<file path="config.mk">
export PLATFORM = sky130hd
export DESIGN_NAME = quad_burst_sram
export DESIGN_NICKNAME = d
export VERILOG_FILES = /design/src/rtl/sq4_pkg.sv /design/src/rtl/sq4_wr_collect.sv /design/src/rtl/sq4_word_array.sv /design/src/rtl/sq4_beat_route.sv /design/src/rtl/sq4_rd_path.sv /design/src/rtl/quad_burst_sram.sv
export SDC_FILE = /design/constraint.sdc
export NUM_CORES = 1
export LEC_CHECK = 0
export ABC_CLOCK_PERIOD_IN_PS = 7500
export BUFFER_PORTS_ARGS = -buffer_cell sky130_fd_sc_hd__buf_2
export CAP_MARGIN = 20
export CORE_MARGIN = 5
export CORE_UTILIZATION = 67
export DETAILED_ROUTE_END_ITERATION = 10
export GPL_TIMING_DRIVEN = 0
export PLACE_DENSITY_LB_ADDON = 0.15
export SKIP_CTS_REPAIR_TIMING = 1
export SLEW_MARGIN = 20
export SYNTH_ARGS = -nofsm -noshare
export SYNTH_HDL_FRONTEND = slang
export SYNTH_HIERARCHICAL = 1
export SYNTH_SLANG_ARGS = --single-unit
</file>
<file path="constraint.sdc">
create_clock -name clk -period 7.5 [get_ports clk]
set_input_delay 0.75 -clock clk [delete_from_list [all_inputs] [get_ports clk]]
set_output_delay 0.75 -clock clk [all_outputs]
set_load 0.01 [all_outputs]
</file>
<file path="src/rtl/sq4_pkg.sv">
`timescale 1ns/1ps
package sq4_pkg;

    localparam int SQ_BEAT_W  = 16;
    localparam int SQ_ADDR_W  = 4;
    localparam int SQ_BYTE_W  = 8;
    localparam int SQ_BEATS   = 4;
    localparam int SQ_LANES   = 2;

    typedef enum logic {
        COL_IDLE = 1'b0,
        COL_HALF = 1'b1
    } col_phase_e;

    typedef enum logic {
        OUT_FIRST  = 1'b0,
        OUT_SECOND = 1'b1
    } out_phase_e;

endpackage

</file>
<file path="src/rtl/sq4_wr_collect.sv">
`timescale 1ns/1ps
module sq4_wr_collect
    import sq4_pkg::*;
#(
    parameter int BEAT_W = SQ_BEAT_W,
    parameter int ADDR_W = SQ_ADDR_W,
    localparam int NB     = BEAT_W / SQ_BYTE_W,
    localparam int LANE_W = SQ_LANES * BEAT_W,
    localparam int WORD_W = SQ_BEATS * BEAT_W,
    localparam int MASK_W = SQ_BEATS * NB
) (
    input  logic              clk,
    input  logic              rst,
    input  logic              wr_req,
    input  logic [ADDR_W-1:0] wr_addr,
    input  logic [BEAT_W-1:0] d_rise,
    input  logic [BEAT_W-1:0] d_fall,
    input  logic [NB-1:0]     be_rise,
    input  logic [NB-1:0]     be_fall,
    output logic              col_active,
    output logic [ADDR_W-1:0] col_addr,
    output logic [WORD_W-1:0] col_word,
    output logic [MASK_W-1:0] col_mask,
    output logic              cm_valid,
    output logic [ADDR_W-1:0] cm_addr,
    output logic [WORD_W-1:0] cm_word,
    output logic [MASK_W-1:0] cm_mask
);

    col_phase_e                phase;
    logic [LANE_W-1:0]         lo_data;
    logic [SQ_LANES*NB-1:0]    lo_mask;

    // Second half of the burst arrives live; expose the full word so the
    // read side can merge a write that is still being collected.
    assign col_active = (phase == COL_HALF);
    assign col_word   = {d_fall, d_rise, lo_data};
    assign col_mask   = {be_fall, be_rise, lo_mask};

    always_ff @(posedge clk) begin
        if (rst) begin
            phase    <= COL_IDLE;
            cm_valid <= 1'b0;
        end else begin
            cm_valid <= 1'b0;
            unique case (phase)
                COL_IDLE: begin
                    if (wr_req) begin
                        phase    <= COL_HALF;
                        col_addr <= wr_addr;
                        lo_data  <= {d_fall, d_rise};
                        lo_mask  <= {be_fall, be_rise};
                    end
                end
                COL_HALF: begin
                    phase    <= COL_IDLE;
                    cm_valid <= 1'b1;
                    cm_addr  <= col_addr;
                    cm_word  <= col_word;
                    cm_mask  <= col_mask;
                end
                default: phase <= COL_IDLE;
            endcase
        end
    end

    // an accepted write reaches the commit stage two clocks later
    p_commit_two_r1: assert property (@(posedge clk) disable iff (rst)
        (phase == COL_IDLE && wr_req) |=> ##1 cm_valid);

    // the committed address is the one sampled with the command
    p_commit_addr_r1: assert property (@(posedge clk) disable iff (rst)
        cm_valid |-> (cm_addr == $past(wr_addr, 2)));

    // no commit ever follows directly on another commit
    p_commit_spacing_r6: assert property (@(posedge clk) disable iff (rst)
        cm_valid |=> !cm_valid);

endmodule

</file>
<file path="src/rtl/sq4_word_array.sv">
`timescale 1ns/1ps
module sq4_word_array
    import sq4_pkg::*;
#(
    parameter int ADDR_W = SQ_ADDR_W,
    parameter int WORD_W = SQ_BEATS * SQ_BEAT_W,
    localparam int MASK_W = WORD_W / SQ_BYTE_W,
    localparam int DEPTH  = 1 << ADDR_W
) (
    input  logic              clk,
    input  logic              we,
    input  logic [ADDR_W-1:0] wr_addr,
    input  logic [WORD_W-1:0] wr_word,
    input  logic [MASK_W-1:0] wr_mask,
    input  logic [ADDR_W-1:0] rd_addr,
    output logic [WORD_W-1:0] rd_word
);

    logic [WORD_W-1:0] mem [DEPTH];

    // One wide masked write per committed burst
    always_ff @(posedge clk) begin
        if (we) begin
            for (int i = 0; i < MASK_W; i++) begin
                if (wr_mask[i]) begin
                    mem[wr_addr][i*SQ_BYTE_W +: SQ_BYTE_W] <= wr_word[i*SQ_BYTE_W +: SQ_BYTE_W];
                end
            end
        end
    end

    assign rd_word = mem[rd_addr];

endmodule

</file>
<file path="src/rtl/sq4_beat_route.sv">
`timescale 1ns/1ps
module sq4_beat_route
    import sq4_pkg::*;
#(
    parameter int BEAT_W = SQ_BEAT_W,
    localparam int WORD_W = SQ_BEATS * BEAT_W
) (
    input  logic              clk,
    input  logic              rst,
    input  logic              load,
    input  logic [WORD_W-1:0] load_word,
    output logic [BEAT_W-1:0] rd_data_rise,
    output logic [BEAT_W-1:0] rd_data_fall,
    output logic              rd_valid
);

    logic              out_v;
    out_phase_e        out_ph;
    logic [WORD_W-1:0] out_word;

    always_ff @(posedge clk) begin
        if (rst) begin
            out_v  <= 1'b0;
            out_ph <= OUT_FIRST;
        end else if (load) begin
            out_v    <= 1'b1;
            out_ph   <= OUT_FIRST;
            out_word <= load_word;
        end else if (out_v && out_ph == OUT_FIRST) begin
            out_ph <= OUT_SECOND;
        end else begin
            out_v  <= 1'b0;
            out_ph <= OUT_FIRST;
        end
    end

    always_comb begin
        rd_data_rise = '0;
        rd_data_fall = '0;
        if (out_v) begin
            if (out_ph == OUT_SECOND) begin
                rd_data_rise = out_word[2*BEAT_W +: BEAT_W];
                rd_data_fall = out_word[3*BEAT_W +: BEAT_W];
            end else begin
                rd_data_rise = out_word[0 +: BEAT_W];
                rd_data_fall = out_word[BEAT_W +: BEAT_W];
            end
        end
    end

    assign rd_valid = out_v;

    // every burst presents its second pair of beats
    p_burst_pair_r3: assert property (@(posedge clk) disable iff (rst)
        (out_v && out_ph == OUT_FIRST && !load) |=> (out_v && out_ph == OUT_SECOND));

endmodule

</file>
<file path="src/rtl/sq4_rd_path.sv">
`timescale 1ns/1ps
module sq4_rd_path
    import sq4_pkg::*;
#(
    parameter int BEAT_W = SQ_BEAT_W,
    parameter int ADDR_W = SQ_ADDR_W,
    localparam int WORD_W = SQ_BEATS * BEAT_W,
    localparam int MASK_W = WORD_W / SQ_BYTE_W
) (
    input  logic              clk,
    input  logic              rst,
    input  logic              rd_req,
    input  logic [ADDR_W-1:0] rd_addr,
    output logic [ADDR_W-1:0] look_addr,
    input  logic [WORD_W-1:0] arr_word,
    input  logic              cm_valid,
    input  logic [ADDR_W-1:0] cm_addr,
    input  logic [WORD_W-1:0] cm_word,
    input  logic [MASK_W-1:0] cm_mask,
    input  logic              col_active,
    input  logic [ADDR_W-1:0] col_addr,
    input  logic [WORD_W-1:0] col_word,
    input  logic [MASK_W-1:0] col_mask,
    output logic              load,
    output logic [WORD_W-1:0] merged
);

    logic              s1_v;
    logic              accept;
    logic              cm_hit;
    logic              col_hit;
    logic [WORD_W-1:0] mid;

    assign accept = rd_req && !s1_v;

    always_ff @(posedge clk) begin
        if (rst) begin
            s1_v <= 1'b0;
        end else begin
            s1_v <= accept;
            if (accept) begin
                look_addr <= rd_addr;
            end
        end
    end

    assign cm_hit  = cm_valid   && (cm_addr  == look_addr);
    assign col_hit = col_active && (col_addr == look_addr);

    // Older pending commit first, then the younger burst under collection
    for (genvar gi = 0; gi < MASK_W; gi++) begin : g_merge
        assign mid[gi*SQ_BYTE_W +: SQ_BYTE_W] =
            (cm_hit && cm_mask[gi]) ? cm_word[gi*SQ_BYTE_W +: SQ_BYTE_W]
                                    : arr_word[gi*SQ_BYTE_W +: SQ_BYTE_W];
        assign merged[gi*SQ_BYTE_W +: SQ_BYTE_W] =
            (col_hit && col_mask[gi]) ? col_word[gi*SQ_BYTE_W +: SQ_BYTE_W]
                                      : mid[gi*SQ_BYTE_W +: SQ_BYTE_W];
    end

    assign load = s1_v;

    // at most one read accepted per two clocks
    p_read_spacing_r6: assert property (@(posedge clk) disable iff (rst)
        s1_v |=> !s1_v);

endmodule

</file>
<file path="src/rtl/quad_burst_sram.sv">
`timescale 1ns/1ps
module quad_burst_sram
    import sq4_pkg::*;
#(
    parameter int BEAT_W = SQ_BEAT_W,
    parameter int ADDR_W = SQ_ADDR_W,
    localparam int NB     = BEAT_W / SQ_BYTE_W,
    localparam int WORD_W = SQ_BEATS * BEAT_W,
    localparam int MASK_W = SQ_BEATS * NB
) (
    input  logic              clk,
    input  logic              rst,
    input  logic              rd_req,
    input  logic [ADDR_W-1:0] rd_addr,
    input  logic              wr_req,
    input  logic [ADDR_W-1:0] wr_addr,
    input  logic [BEAT_W-1:0] wr_data_rise,
    input  logic [BEAT_W-1:0] wr_data_fall,
    input  logic [NB-1:0]     wr_be_rise,
    input  logic [NB-1:0]     wr_be_fall,
    output logic [BEAT_W-1:0] rd_data_rise,
    output logic [BEAT_W-1:0] rd_data_fall,
    output logic              rd_valid
);

    logic              col_active;
    logic [ADDR_W-1:0] col_addr;
    logic [WORD_W-1:0] col_word;
    logic [MASK_W-1:0] col_mask;
    logic              cm_valid;
    logic [ADDR_W-1:0] cm_addr;
    logic [WORD_W-1:0] cm_word;
    logic [MASK_W-1:0] cm_mask;
    logic [ADDR_W-1:0] look_addr;
    logic [WORD_W-1:0] arr_word;
    logic              load;
    logic [WORD_W-1:0] merged;

    sq4_wr_collect #(.BEAT_W(BEAT_W), .ADDR_W(ADDR_W)) u_wr (
        .clk        (clk),
        .rst        (rst),
        .wr_req     (wr_req),
        .wr_addr    (wr_addr),
        .d_rise     (wr_data_rise),
        .d_fall     (wr_data_fall),
        .be_rise    (wr_be_rise),
        .be_fall    (wr_be_fall),
        .col_active (col_active),
        .col_addr   (col_addr),
        .col_word   (col_word),
        .col_mask   (col_mask),
        .cm_valid   (cm_valid),
        .cm_addr    (cm_addr),
        .cm_word    (cm_word),
        .cm_mask    (cm_mask)
    );

    sq4_word_array #(.ADDR_W(ADDR_W), .WORD_W(WORD_W)) u_arr (
        .clk     (clk),
        .we      (cm_valid),
        .wr_addr (cm_addr),
        .wr_word (cm_word),
        .wr_mask (cm_mask),
        .rd_addr (look_addr),
        .rd_word (arr_word)
    );

    sq4_rd_path #(.BEAT_W(BEAT_W), .ADDR_W(ADDR_W)) u_rd (
        .clk        (clk),
        .rst        (rst),
        .rd_req     (rd_req),
        .rd_addr    (rd_addr),
        .look_addr  (look_addr),
        .arr_word   (arr_word),
        .cm_valid   (cm_valid),
        .cm_addr    (cm_addr),
        .cm_word    (cm_word),
        .cm_mask    (cm_mask),
        .col_active (col_active),
        .col_addr   (col_addr),
        .col_word   (col_word),
        .col_mask   (col_mask),
        .load       (load),
        .merged     (merged)
    );

    sq4_beat_route #(.BEAT_W(BEAT_W)) u_out (
        .clk          (clk),
        .rst          (rst),
        .load         (load),
        .load_word    (merged),
        .rd_data_rise (rd_data_rise),
        .rd_data_fall (rd_data_fall),
        .rd_valid     (rd_valid)
    );

    // a burst that starts fresh was requested two clocks earlier
    p_read_latency_r2: assert property (@(posedge clk) disable iff (rst)
        $rose(rd_valid) |-> $past(rd_req, 2));

endmodule

</file>
==> run summary <==
### Final layout
- 2630 — NumNets Final
- 0.238 — fraction of final layout cells with drive strength greater than 1
- 0 — diodes inserted
- 12.0% — area growth from synthesis to final layout
- 3797 — # fillers

### Floorplan
- 276 um — die height
- 76200 um2 — Die Area
- 276 um — width of the chip
- 70100 um2 — area of the placeable core
- 97 — count of standard-cell rows
- 81 — IO Pins
- 0.676 — starting density of the core

### Yosys
- 0.128 — share of synthesized area spent on multiplexers
- multiplexers — dominant combinational cell family by area after synthesis
- 2375 — Mapped Cells
- 35 — Synth cell types
- 2423 — Syn Nets
- 1213 — FF+latch count, synth
- 0 — ys async rst share
- edfxtp_1 — Most used DFF post-synth
- 0.0452 — simple-gate share of the synthesized area
- 0.0357 — share of the synthesized area in compound gates (AO/OA/AOI/OAI)
- 0.767 — sequential-to-total area share from yosys stat
- edfxtp_1 — count leader, synth
- edfxtp_1 — library cell with the largest summed area after synthesis
- 1208 — number of synthesized flops with an enable pin
- 0.00166 — xor and xnor area share after synthesis
- 47400 um2 — synthesized cell area
- 20.0 um2 — syn avg cell area
- edfxtp_1 77%, mux4_2 12%, a22oi_1 2.0%, nor2_1 1.0%, nand4_1 0.96% — top cells by area in the synthesized netlist
- 0 — share of synthesized cell area in full adder, half adder and majority cells
- 0.765 — top cell type's share of synthesized area
- 1208 x edfxtp_1, 256 x mux4_2, 132 x nor2_1 — synth cell count leaders
- 6 — Synth Warn #

### Critical path
- 10 — crit path max fanout
- 4.06 ns — register-to-register path setup slack
- 0.78 ns — slowest stage delay, CP
- u_out/out_word[1]$_DFFE_PP_ — capturing point of the worst reg2reg path
- reg2reg — worst setup path category
- 2 — sum of buffers and inverters on the critical path
- u_rd/look_addr[1]$_DFFE_PP_ — R2R Path Start
- clkbuf_1 — cell with the largest stage delay on the worst path
- buf_2 -> clkbuf_1 -> mux4_2 -> a22oi_1 -> nand2_1 -> o21ai_0 -> a31oi_1 — list of cells traversed by the critical path
- flip-flop — CP Capture Type
- u_rd/look_addr[1]$_DFFE_PP_ — CP startpoint
- 7.90 ns — WP data required
- buffers and inverters — cell family with the largest share of critical-path delay
- flip-flop — startpoint type of the worst setup path
- 7 — depth of the worst register-to-register path
- 3.85 ns — arrival time worst endpoint

### Routing
- 3786 — Detailed Route Iter0 Violations
- 0 — remaining number of nets flagged by the antenna check after routing
- 123000 um — wire length reported by the detailed router
- 25700 — total via count after detailed routing
- 0 — final routed DRC violation total
- 6 — 1st-pass router iterations
- 7.11 — via density per instance
- 34.1 um — average routed wire per standard cell

### Worst hold path
- wr_addr[2] — Worst Hold Launch
- 1 — cell count of the worst hold path
- in2reg — worst hold path class
- u_wr/col_addr[2]$_DFFE_PP_ — end point of the most critical hold path

### GRT
- 177000 um — global-route wire length before repair
- 25600 — number of global-route vias before repair
- 4 — initial antenna violation count
- 29 — pin count of the biggest net entering global routing
- 0.329 — All-Layer GR Usage
- 0 — GRT Residual Overflow

### Timing
- 1.27 ns — pin slew with the least headroom to its limit
- 0.248 ns — Worst Hold Slack
- 0.154 — worst slew margin relative to its limit
- 0 — Setup-failing EPs final
- 0.459 — portion of the clock cycle consumed by the worst path in the final layout
- 0 — Final Hold Fails
- 3.44 ns — clock period minus worst slack
- false — setup repair after global routing missed its margin
- 290 MHz — Achievable Freq
- 0 ns — sum of negative setup slack
- 0 — final number of max-transition violations
- 0.0258 ns — Fin Clk Skew

### Clocking
- 115 — cts bufs inserted
- 0.06 ns — clock input transition at the sequential cells of the worst setup and hold paths
- 0.68 ns — source-to-sink clock delay at the later pin of the worst-skew pair
- clkbuf_16 — clk root buf
- 1213 — number of clock sinks
- done — TritonCTS clock tree
- 3 — clk buf depth
- 3 — H-tree levels

### Place
- 80 — number of I/O port buffers
- 1.02 — GPL Wtd Cong
- 80400 um — dpl hpwl

### Power
- 264 nW/um2 — power per unit of standard cell area
- 0.301 mV — Peak supply drop
- 16.6 nW — leakage power summed over all cells

### Job
- 0 — total of max-cap violations

### Status
- complete, no violations — run status

## layout by cell type, fill, tap and decap left out, types with 3 or more instances in the layout
| cell type | n |
|---|---|
| a22oi_1 | 128 |
| a31oi_1 | 64 |
| buf_1 | 23 |
| buf_12 | 6 |
| buf_2 | 110 |
| buf_4 | 57 |
| buf_6 | 7 |
| bufinv_16 | 17 |
| clkbuf_1 | 79 |
| clkbuf_16 | 117 |
| clkbuf_2 | 3 |
| clkbuf_8 | 5 |
| clkinv_1 | 27 |
| clkinv_2 | 16 |
| clkinv_4 | 5 |
| clkinvlp_4 | 8 |
| dfxtp_1 | 5 |
| edfxtp_1 | 1208 |
| inv_6 | 4 |
| mux2i_1 | 32 |
| mux4_2 | 256 |
| nand2_1 | 81 |
| nand2b_1 | 4 |
| nand3_1 | 7 |
| nand4_1 | 73 |
| nand4_2 | 5 |
| nand4_4 | 3 |
| nor2_1 | 130 |
| nor2b_1 | 39 |
| nor3_1 | 64 |
| nor3b_1 | 3 |
| o21ai_0 | 64 |
| or2_0 | 4 |
| or2_2 | 3 |
| xnor2_1 | 4 |
## metal layers
layer,GRT usage,wire [um]
met4,0.146,6750
met2,0.511,58100
met5,0,13
met1,0.447,42400
met3,0.0946,16100
## kinds of logic (layout without fill, tap and decap cells)
group	count (synthesis)	in the layout
xor+xnor	6	6
compound gates	257	257
simple gates	427	427
mux	288	288
buf+inv	184	491
flops	1213	1213
## area by class of cell
class	count	area, um2	share of cell area
multi-input cells	978	10000	0.189
inverters	1	3.75	0.0000707
repair buffers	90	568	0.0107
clock inverters	79	863	0.0163
flip-flops and latches	1213	36400	0.685
well taps	940	1180	0.0222
plain buffers	183	1030	0.0194
clock buffers	138	3060	0.0576
## power by group
| group | internal [mW] | total, mW | switching (mW) |
|---|---|---|---|
| clock | 3.49 | 5.98 | 2.49 |
| sequential | 7.45 | 7.52 | 0.0686 |
| combinational | 0.192 | 0.518 | 0.326 |
## worst max path at each step
stage / endpoint / depth (start not counted)
CTS: u_out/out_word[29]$_DFFE_PP_ / 7
global route: u_out/out_word[1]$_DFFE_PP_ / 7
floorplan: u_wr/cm_addr[0]$_DFFE_PP_ / 1
finish: u_out/out_word[1]$_DFFE_PP_ / 7
global placement: u_wr/cm_word[37]$_DFFE_PP_ / 2
detailed placement: u_out/out_word[0]$_DFFE_PP_ / 7
## stage by stage
step	util	setup slack [ns]	power, mW	instance area (um2)	instances
6_report	0.757	4.06	14.0	53100	3622
5_1_grt	0.757	4.11	14.4	53100	3622
4_1_cts	0.757	4.24	14.0	53100	3622
3_5_place_dp	0.701	4.28	8.16	49200	3405
3_3_place_gp	0.698	0.788	8.14	49000	3395
2_1_floorplan	-	2.84	7.93	47400	2375
## worst reg2reg max path: cells and delay by family, from the launching register on
| kind | cells | cell delay (ns) |
|---|---|---|
| muxes | 1 | 0.42 |
| AOI/OAI and AO/OA | 3 | 0.61 |
| and+or+nand+nor | 1 | 0.16 |
| buffers and inverters | 2 | 1.46 |
| DFF | 1 | 0.52 |
## registers in the layout, indices dropped and copies added, names as in the netlist
signal           cells
u_arr/mem         1024
u_out/out_ph         1
u_out/out_word      64
u_out/rd_valid       1
u_rd/load            1
u_rd/look_addr       4
u_wr/cm_addr         4
u_wr/cm_mask         8
u_wr/cm_valid        1
u_wr/cm_word        64
u_wr/col_active      1
u_wr/col_addr        4
u_wr/lo_data        32
u_wr/lo_mask         4
Power figures use the tool's default switching activity.
